<file path="src/rtl/tdt_pkg.sv">
package tdt_pkg;
  localparam int ADDR_W = 3;
  localparam int CTRL_W = 26;

  localparam logic [ADDR_W-1:0] IDX_CTRL = 3'd0;
  localparam logic [ADDR_W-1:0] IDX_STAT = 3'd1;
  localparam logic [ADDR_W-1:0] IDX_LOAD = 3'd2;
  localparam logic [ADDR_W-1:0] IDX_CMP  = 3'd3;
  localparam logic [ADDR_W-1:0] IDX_CNT  = 3'd4;

  // control bit positions (decoded by software, so fixed)
  localparam int B_EN     = 0;
  localparam int B_MODE   = 1;
  localparam int B_CIE    = 2;
  localparam int B_RLD    = 3;
  localparam int B_PRE_LO = 4;
  localparam int B_SRST   = 16;
  localparam int B_OVW    = 17;
  localparam int B_SRC_LO = 24;

  // bits surviving a self-reset: enable, start-mode, bits 21:18
  localparam logic [CTRL_W-1:0] SRST_KEEP = 26'h03C_0003;

  typedef enum logic [1:0] {
    SRC_NONE   = 2'b00,
    SRC_FAST_A = 2'b01,
    SRC_FAST_B = 2'b10,
    SRC_SLOW   = 2'b11
  } src_e;
endpackage

</file>
<file path="src/rtl/tdt_prescale.sv">
module tdt_prescale
  import tdt_pkg::*;
#(
  parameter int PRE_W = 12
) (
  input  logic             clk,
  input  logic             rst,
  input  logic             run_i,
  input  src_e             src_i,
  input  logic             fast_tick_i,
  input  logic             slow_tick_i,
  input  logic [PRE_W-1:0] div_i,
  output logic             tick_o
);
  logic [PRE_W-1:0] pre_q;
  logic             src_tick;
  logic             step;
  logic             div_hit;

  always_comb begin
    case (src_i)
      SRC_FAST_A, SRC_FAST_B: src_tick = fast_tick_i;
      SRC_SLOW:               src_tick = slow_tick_i;
      default:                src_tick = 1'b0;
    endcase
  end

  assign step    = run_i && src_tick;
  assign div_hit = (pre_q >= div_i);
  assign tick_o  = step && div_hit;

  always_ff @(posedge clk) begin
    if (rst || !run_i) begin
      pre_q <= '0;
    end else if (step) begin
      pre_q <= div_hit ? '0 : pre_q + 1'b1;
    end
  end

  assert_nosrc_R3: assert property (@(posedge clk) disable iff (rst)
    (src_i == SRC_NONE) |-> !tick_o);
  assert_divgap_R3: assert property (@(posedge clk) disable iff (rst)
    (tick_o && div_i != '0 && run_i) |=> !tick_o);
endmodule

</file>
<file path="src/rtl/tdt_count.sv">
module tdt_count #(
  parameter int DATA_W = 32
) (
  input  logic              clk,
  input  logic              rst,
  input  logic              tick_i,
  input  logic              run_i,
  input  logic              swrst_i,
  input  logic              start_i,
  input  logic [DATA_W-1:0] start_val_i,
  input  logic              force_i,
  input  logic [DATA_W-1:0] force_val_i,
  input  logic              reload_i,
  input  logic [DATA_W-1:0] load_val_i,
  input  logic [DATA_W-1:0] cmp_val_i,
  input  logic              match_en_i,
  output logic [DATA_W-1:0] cnt_o,
  output logic              match_o
);
  logic [DATA_W-1:0] cnt_q;
  logic [DATA_W-1:0] dec_val;
  logic [DATA_W-1:0] wrap_val;
  logic              apply_tick;

  assign wrap_val   = reload_i ? load_val_i : '1;
  assign dec_val    = (cnt_q == '0) ? wrap_val : cnt_q - 1'b1;
  assign apply_tick = tick_i && run_i && !swrst_i && !start_i && !force_i;
  assign match_o    = apply_tick && match_en_i && (dec_val == cmp_val_i);
  assign cnt_o      = cnt_q;

  always_ff @(posedge clk) begin
    if (rst || swrst_i) begin
      cnt_q <= '1;
    end else if (start_i) begin
      cnt_q <= start_val_i;
    end else if (force_i) begin
      cnt_q <= force_val_i;
    end else if (apply_tick) begin
      cnt_q <= dec_val;
    end
  end

  assert_hold_R4: assert property (@(posedge clk) disable iff (rst)
    (!(tick_i && run_i) && !swrst_i && !start_i && !force_i) |=> $stable(cnt_q));
  assert_wrap_R6: assert property (@(posedge clk) disable iff (rst)
    (tick_i && run_i && !swrst_i && !start_i && !force_i && cnt_q == '0)
    |=> (cnt_q == ($past(reload_i) ? $past(load_val_i) : '1)));
  assert_step_R3: assert property (@(posedge clk) disable iff (rst)
    (tick_i && run_i && !swrst_i && !start_i && !force_i && cnt_q != '0)
    |=> (cnt_q == $past(cnt_q) - 1'b1));
  assert_start_R5: assert property (@(posedge clk) disable iff (rst)
    (start_i && !swrst_i) |=> (cnt_q == $past(start_val_i)));
endmodule

</file>
<file path="src/rtl/tdt_regs.sv">
module tdt_regs
  import tdt_pkg::*;
#(
  parameter int DATA_W = 32,
  parameter int PRE_W  = 12
) (
  input  logic              clk,
  input  logic              rst,
  input  logic              wr_i,
  input  logic              rd_i,
  input  logic [ADDR_W-1:0] addr_i,
  input  logic [DATA_W-1:0] wdata_i,
  output logic [DATA_W-1:0] rdata_o,
  output logic              irq_o,
  input  logic [DATA_W-1:0] cnt_i,
  input  logic              match_i,
  output logic              en_o,
  output logic              cie_o,
  output logic              rld_o,
  output logic [PRE_W-1:0]  div_o,
  output src_e              src_o,
  output logic [DATA_W-1:0] load_o,
  output logic [DATA_W-1:0] cmp_o,
  output logic              swrst_o,
  output logic              start_o,
  output logic [DATA_W-1:0] start_val_o,
  output logic              force_o,
  output logic [DATA_W-1:0] force_val_o
);
  logic [CTRL_W-1:0] ctrl_q, ctrl_d;
  logic [DATA_W-1:0] load_q, load_d;
  logic [DATA_W-1:0] cmp_q, cmp_d;
  logic              flag_q, flag_d;
  logic [DATA_W-1:0] rdata_q;
  logic              irq_q;
  logic              wr_ctrl, wr_stat, wr_load, wr_cmp;

  assign wr_ctrl = wr_i && (addr_i == IDX_CTRL);
  assign wr_stat = wr_i && (addr_i == IDX_STAT);
  assign wr_load = wr_i && (addr_i == IDX_LOAD);
  assign wr_cmp  = wr_i && (addr_i == IDX_CMP);

  assign swrst_o     = wr_ctrl && wdata_i[B_SRST];
  assign start_o     = wr_ctrl && !swrst_o && wdata_i[B_EN] && !ctrl_q[B_EN] && wdata_i[B_MODE];
  assign start_val_o = wdata_i[B_RLD] ? load_q : '1;
  assign force_o     = wr_load && ctrl_q[B_OVW];
  assign force_val_o = wdata_i;

  always_comb begin
    ctrl_d = ctrl_q;
    if (wr_ctrl) begin
      ctrl_d = swrst_o ? (wdata_i[CTRL_W-1:0] & SRST_KEEP) : wdata_i[CTRL_W-1:0];
    end
    if (swrst_o)      load_d = '1;
    else if (wr_load) load_d = wdata_i;
    else              load_d = load_q;
    if (swrst_o)      cmp_d = '0;
    else if (wr_cmp)  cmp_d = wdata_i;
    else              cmp_d = cmp_q;
    if (swrst_o)                      flag_d = 1'b0;
    else if (match_i)                 flag_d = 1'b1;
    else if (wr_stat && wdata_i[0])   flag_d = 1'b0;
    else                              flag_d = flag_q;
  end

  always_ff @(posedge clk) begin
    if (rst) begin
      ctrl_q <= '0;
      load_q <= '1;
      cmp_q  <= '0;
      flag_q <= 1'b0;
      irq_q  <= 1'b0;
    end else begin
      ctrl_q <= ctrl_d;
      load_q <= load_d;
      cmp_q  <= cmp_d;
      flag_q <= flag_d;
      irq_q  <= flag_d && ctrl_d[B_EN] && ctrl_d[B_CIE];
    end
  end

  always_ff @(posedge clk) begin
    if (rst) begin
      rdata_q <= '0;
    end else if (rd_i) begin
      case (addr_i)
        IDX_CTRL: rdata_q <= DATA_W'(ctrl_q);
        IDX_STAT: rdata_q <= DATA_W'(flag_q);
        IDX_LOAD: rdata_q <= load_q;
        IDX_CMP:  rdata_q <= cmp_q;
        IDX_CNT:  rdata_q <= cnt_i;
        default:  rdata_q <= '0;
      endcase
    end
  end

  assign rdata_o = rdata_q;
  assign irq_o   = irq_q;
  assign en_o    = ctrl_q[B_EN];
  assign cie_o   = ctrl_q[B_CIE];
  assign rld_o   = ctrl_q[B_RLD];
  assign div_o   = ctrl_q[B_PRE_LO +: PRE_W];
  assign src_o   = src_e'(ctrl_q[B_SRC_LO +: 2]);
  assign load_o  = load_q;
  assign cmp_o   = cmp_q;

  assert_set_R8: assert property (@(posedge clk) disable iff (rst)
    match_i |=> flag_q);
  assert_clear_R9: assert property (@(posedge clk) disable iff (rst)
    (wr_stat && wdata_i[0] && !match_i) |=> !flag_q);
  assert_keep_R9: assert property (@(posedge clk) disable iff (rst)
    (wr_stat && !wdata_i[0] && flag_q) |=> flag_q);
  assert_irqflag_R10: assert property (@(posedge clk) disable iff (rst)
    !flag_q |-> !irq_q);
  assert_swrst_R11: assert property (@(posedge clk) disable iff (rst)
    swrst_o |=> (load_q == '1 && cmp_q == '0 && !flag_q && !ctrl_q[B_SRST]));
  assert_rdlat_R12: assert property (@(posedge clk) disable iff (rst)
    (rd_i && addr_i == IDX_LOAD) |=> (rdata_o == $past(load_q)));
endmodule

</file>
<file path="src/rtl/tick_down_timer.sv">
module tick_down_timer
  import tdt_pkg::*;
#(
  parameter int DATA_W = 32,
  parameter int PRE_W  = 12
) (
  input  logic              clk,
  input  logic              rst,
  input  logic              fast_tick,
  input  logic              slow_tick,
  input  logic              bus_wr,
  input  logic              bus_rd,
  input  logic [ADDR_W-1:0] bus_addr,
  input  logic [DATA_W-1:0] bus_wdata,
  output logic [DATA_W-1:0] bus_rdata,
  output logic              irq
);
  logic              en, cie, rld, swrst, start, force_ld, tick, match;
  logic [PRE_W-1:0]  div;
  src_e              src;
  logic [DATA_W-1:0] load_val, cmp_val, start_val, force_val, cnt;

  tdt_regs #(.DATA_W(DATA_W), .PRE_W(PRE_W)) u_regs (
    .clk(clk), .rst(rst),
    .wr_i(bus_wr), .rd_i(bus_rd), .addr_i(bus_addr), .wdata_i(bus_wdata),
    .rdata_o(bus_rdata), .irq_o(irq),
    .cnt_i(cnt), .match_i(match),
    .en_o(en), .cie_o(cie), .rld_o(rld), .div_o(div), .src_o(src),
    .load_o(load_val), .cmp_o(cmp_val),
    .swrst_o(swrst), .start_o(start), .start_val_o(start_val),
    .force_o(force_ld), .force_val_o(force_val)
  );

  tdt_prescale #(.PRE_W(PRE_W)) u_pre (
    .clk(clk), .rst(rst), .run_i(en), .src_i(src),
    .fast_tick_i(fast_tick), .slow_tick_i(slow_tick),
    .div_i(div), .tick_o(tick)
  );

  tdt_count #(.DATA_W(DATA_W)) u_cnt (
    .clk(clk), .rst(rst), .tick_i(tick), .run_i(en),
    .swrst_i(swrst), .start_i(start), .start_val_i(start_val),
    .force_i(force_ld), .force_val_i(force_val),
    .reload_i(rld), .load_val_i(load_val), .cmp_val_i(cmp_val),
    .match_en_i(en && cie), .cnt_o(cnt), .match_o(match)
  );

  assert_irqen_R10: assert property (@(posedge clk) disable iff (rst)
    irq |-> (en && cie));
endmodule

</file>
<file path="config.mk">
export PLATFORM = sky130hd
export DESIGN_NAME = tick_down_timer
export DESIGN_NICKNAME = d
export VERILOG_FILES = /design/src/rtl/tdt_pkg.sv /design/src/rtl/tdt_prescale.sv /design/src/rtl/tdt_count.sv /design/src/rtl/tdt_regs.sv /design/src/rtl/tick_down_timer.sv
export SDC_FILE = /design/constraint.sdc
export NUM_CORES = 1
export LEC_CHECK = 0
export ABC_AREA = 1
export BUFFER_PORTS_ARGS = -buffer_cell sky130_fd_sc_hd__clkbuf_2
export CAP_MARGIN = 20
export CORE_ASPECT_RATIO = 2
export CORE_MARGIN = 3
export CORE_UTILIZATION = 47
export CTS_CLUSTER_DIAMETER = 120
export DETAILED_ROUTE_END_ITERATION = 10
export PLACE_DENSITY_LB_ADDON = 0.25
export SETUP_SLACK_MARGIN = 0.5
export SLEW_MARGIN = 5
export SYNTH_ARGS = -nofsm -noshare
export SYNTH_HDL_FRONTEND = slang
export SYNTH_SLANG_ARGS = --single-unit
</file>
<file path="constraint.sdc">
create_clock -name clk -period 1.9 [get_ports clk]
set_input_delay 0.095 -clock clk [delete_from_list [all_inputs] [get_ports clk]]
set_output_delay 0.095 -clock clk [all_outputs]
set_load 0.05 [all_outputs]
</file>
==> metrics.txt <==
number of synthesized flops with an enable pin 0; hold path depth 4; Slew Limit Fails 0; Via Count roughly 12k; skew final around 0.0099 ns; syn nets around 1.5k; Req. time, crit path 2.30 ns; Worst slew margin 56.8%; Clk Tree Root Cell clkbuf_16; Setup Viol. Count Final 46; Syn Inst Count 1,480; count of cell types in the netlist between 40 and 50; Final min period around 2.4 ns; Max FO, Critical Path 4; CTS tree done; Max Cap Violations 0; Post-synth top flop dfxtp_1; Hold Vio Cnt, Final 0; final worst setup slack -0.489 ns; PD cells 594 nW/µm²; Synth Cell Area 9650 µm²; Syn Area/Cell approximately 6.5 µm²; Worst-Margin Slew 0.647 ns; Synth Warn # 0; Clk Latency, worst-skew pair 0.46 ns; proportion of layout cells with a drive suffix above 1 32.6%; FMAX 0.419 GHz; Clock Tree Buf Depth 2; top-area cell type share of the netlist area 34.8%; Critical Path End Type register; Post-synth ARST share 0%; sequential area share after synthesis 34.8%; Synth area leader dfxtp_1; FF-to-FF path depth 16; Yosys reg bits between 150 and 200; Clock Pin Slew Worst Setup and Hold Paths 0.07 ns; status finished with violations; HPWL Detailed 27.9 mm; Die Footprint 22,400 µm²; fillers 1,723; CTS buffer count 17; Synth-to-Final Area Change 46.4%; leakage about 6.3 nW; gr ovfl total 0; maximum vdd drop 0.702 mV; routed vias/inst approximately 5.7; chip width 107 µm; vias in the first global route 11.8k; H-tree levels 4; Routability Congestion roughly 0.99; WL/cell between 20 and 25 µm; Rows 73; Crit path arrival time 2.79 ns; Die Height ~210 µm; GRT Util Overall between 30% and 40%; # port buffers 73; CTS Sinks about 170; fin crit share 126%; Final #Nets 1,838; n_diodes 0; pin count of the biggest net entering global routing 53; Core Region 20,000 µm²; Critical Path Start Type register; Starting Density 48.3%; HP Class input pin to register; WS Path Type register to register; # DRC 0; Power Total between 8 and 9 mW; number of detailed-route iterations in the first pass 5; Top Ports 74; unrepaired setup endpoints after global routing yes; violated checks setup timing; Synth area leaders dfxtp_1, nand2_1, a21oi_1; routed wire length about 40 mm; setup tns final -8.60 ns; initial antenna violation count 0; 1st-iter DRT viols around 800; Routed Antenna Nets 0; first-pass GRT wire length 61.3 mm
[per-layer routing]
layer	vias to the layer above	share of wire (%)	GRT usage, %
li1	5518	-	-
met1	5398	33	35.8
met2	556	51	62.9
met3	243	6.2	6.52
met4	0	9.0	29.1
met5	-	0	0
[placed cells by master, fill, tap and decap left out, drive strengths merged, types with 6 or more instances in the layout]
cell         count
a21oi          135
a22oi           18
buf            249
clkbuf          96
clkinv           7
dfxtp          168
dlygate4sd3     31
ha              17
inv            162
nand2          385
nand3           96
nand4            6
nor2           150
nor3             9
o211ai          59
o21ai          128
o22ai           43
xor2            13
[metrics by stage]
step | hold slack [ns] | setup slack, ns | std cells | cell area [µm²] | util, %
after floorplan | 0.223 | 0.0511 | 1480 | 10000 | -
after global placement | 0.353 | -0.538 | 1959 | 12100 | 60.6
after detailed placement | 0.356 | -0.524 | 1959 | 12100 | 60.6
after CTS | 0.00393 | -0.387 | 2038 | 13700 | 68.2
after global routing | 0.0428 | -0.693 | 2055 | 14100 | 70.6
final | 0.0403 | -0.489 | 2055 | 14100 | 70.6
[power breakdown]
part	switching [mW]	internal, mW	total, mW
Clock	1.58	2.27	3.85
Combinational	0.593	0.296	0.889
Sequential	0.0524	3.60	3.65
[state kept, by name, summed over array words and instances, names as in the netlist]
| name | count |
|---|---|
| u_cnt.cnt_o | 32 |
| u_pre.pre_q | 12 |
| u_regs.cmp_o | 32 |
| u_regs.ctrl_q | 26 |
| u_regs.flag_q | 1 |
| u_regs.irq_o | 1 |
| u_regs.load_o | 32 |
| u_regs.rdata_o | 32 |
[cell families (layout without fill, tap and decap cells)]
| group | after synthesis | in the layout | share of synthesized area, % |
|---|---|---|---|
| adders and majority gates | 17 | 17 | 2.20 |
| and+or+nand+nor | 648 | 649 | 28.6 |
| xor gates and xnor gates | 16 | 16 | 1.45 |
| buffers and inverters | 239 | 551 | 9.68 |
| DFF | 168 | 168 | 34.8 |
| AOI/OAI and AO/OA | 392 | 392 | 23.2 |
[path summary, 6_finish.rpt]
kind / startpoint / end / slack (ns)
worst max-delay path: u_cnt.cnt_o[26] / u_regs.flag_q / -0.49
worst min-delay path: rst / u_regs.ctrl_q[19] / 0.04
worst max register to register: u_cnt.cnt_o[26] / u_regs.flag_q / -0.49
worst min register to register: u_regs.ctrl_q[21] / u_regs.ctrl_q[21] / 0.45
[cell usage after synthesis (3+ instances only)]
library cell,instances
xor2_1,13
xnor2_1,3
o211ai_1,59
nand3_1,89
ha_1,17
nor3_1,9
nand2_1,369
a22oi_1,18
nor2_1,134
inv_1,154
o21ai_1,5
nor2_2,12
nand4_1,6
dfxtp_1,168
buf_1,9
o22ai_1,43
nand2_4,4
clkbuf_1,60
nand2_2,11
nand3_2,7
a21oi_1,135
inv_2,8
o21ai_0,122
[area by class of cell]
type	instances	area, µm²	share of cell area (%)
tap	262	328	2.32
timing repair buffer	355	2960	21.0
inverter	164	626	4.43
clock inverter	11	171	1.21
sequential	168	3390	24.0
clock buffer	21	460	3.26
multi-input combinational	1074	6190	43.8
[critical path: stages, from the launching register on]
cell and delay (ns):
dfxtp_1 0.36, nor2_2 0.17, nand2_2 0.12, nor2_1 0.23, nand2_2 0.14, o21ai_2 0.17, buf_4 0.14, nand2_1 0.06
nand2_1 0.06, nand2_1 0.06, nor2_2 0.12, nand2_2 0.11, nor2_2 0.12, nand3_1 0.11, nor2_2 0.14, nand2_2 0.08
a21oi_2 0.13
[repair_timing]
action	CTS	global route
endpoints found under the setup margin	46	47
hold buffers	31	0
endpoints found under the hold margin	80	0
gates resized for setup	128	80
gates cloned	3	4
pin swaps	21	43
setup buffers	13	13
Note: power is estimated with default switching activity, not from simulation.
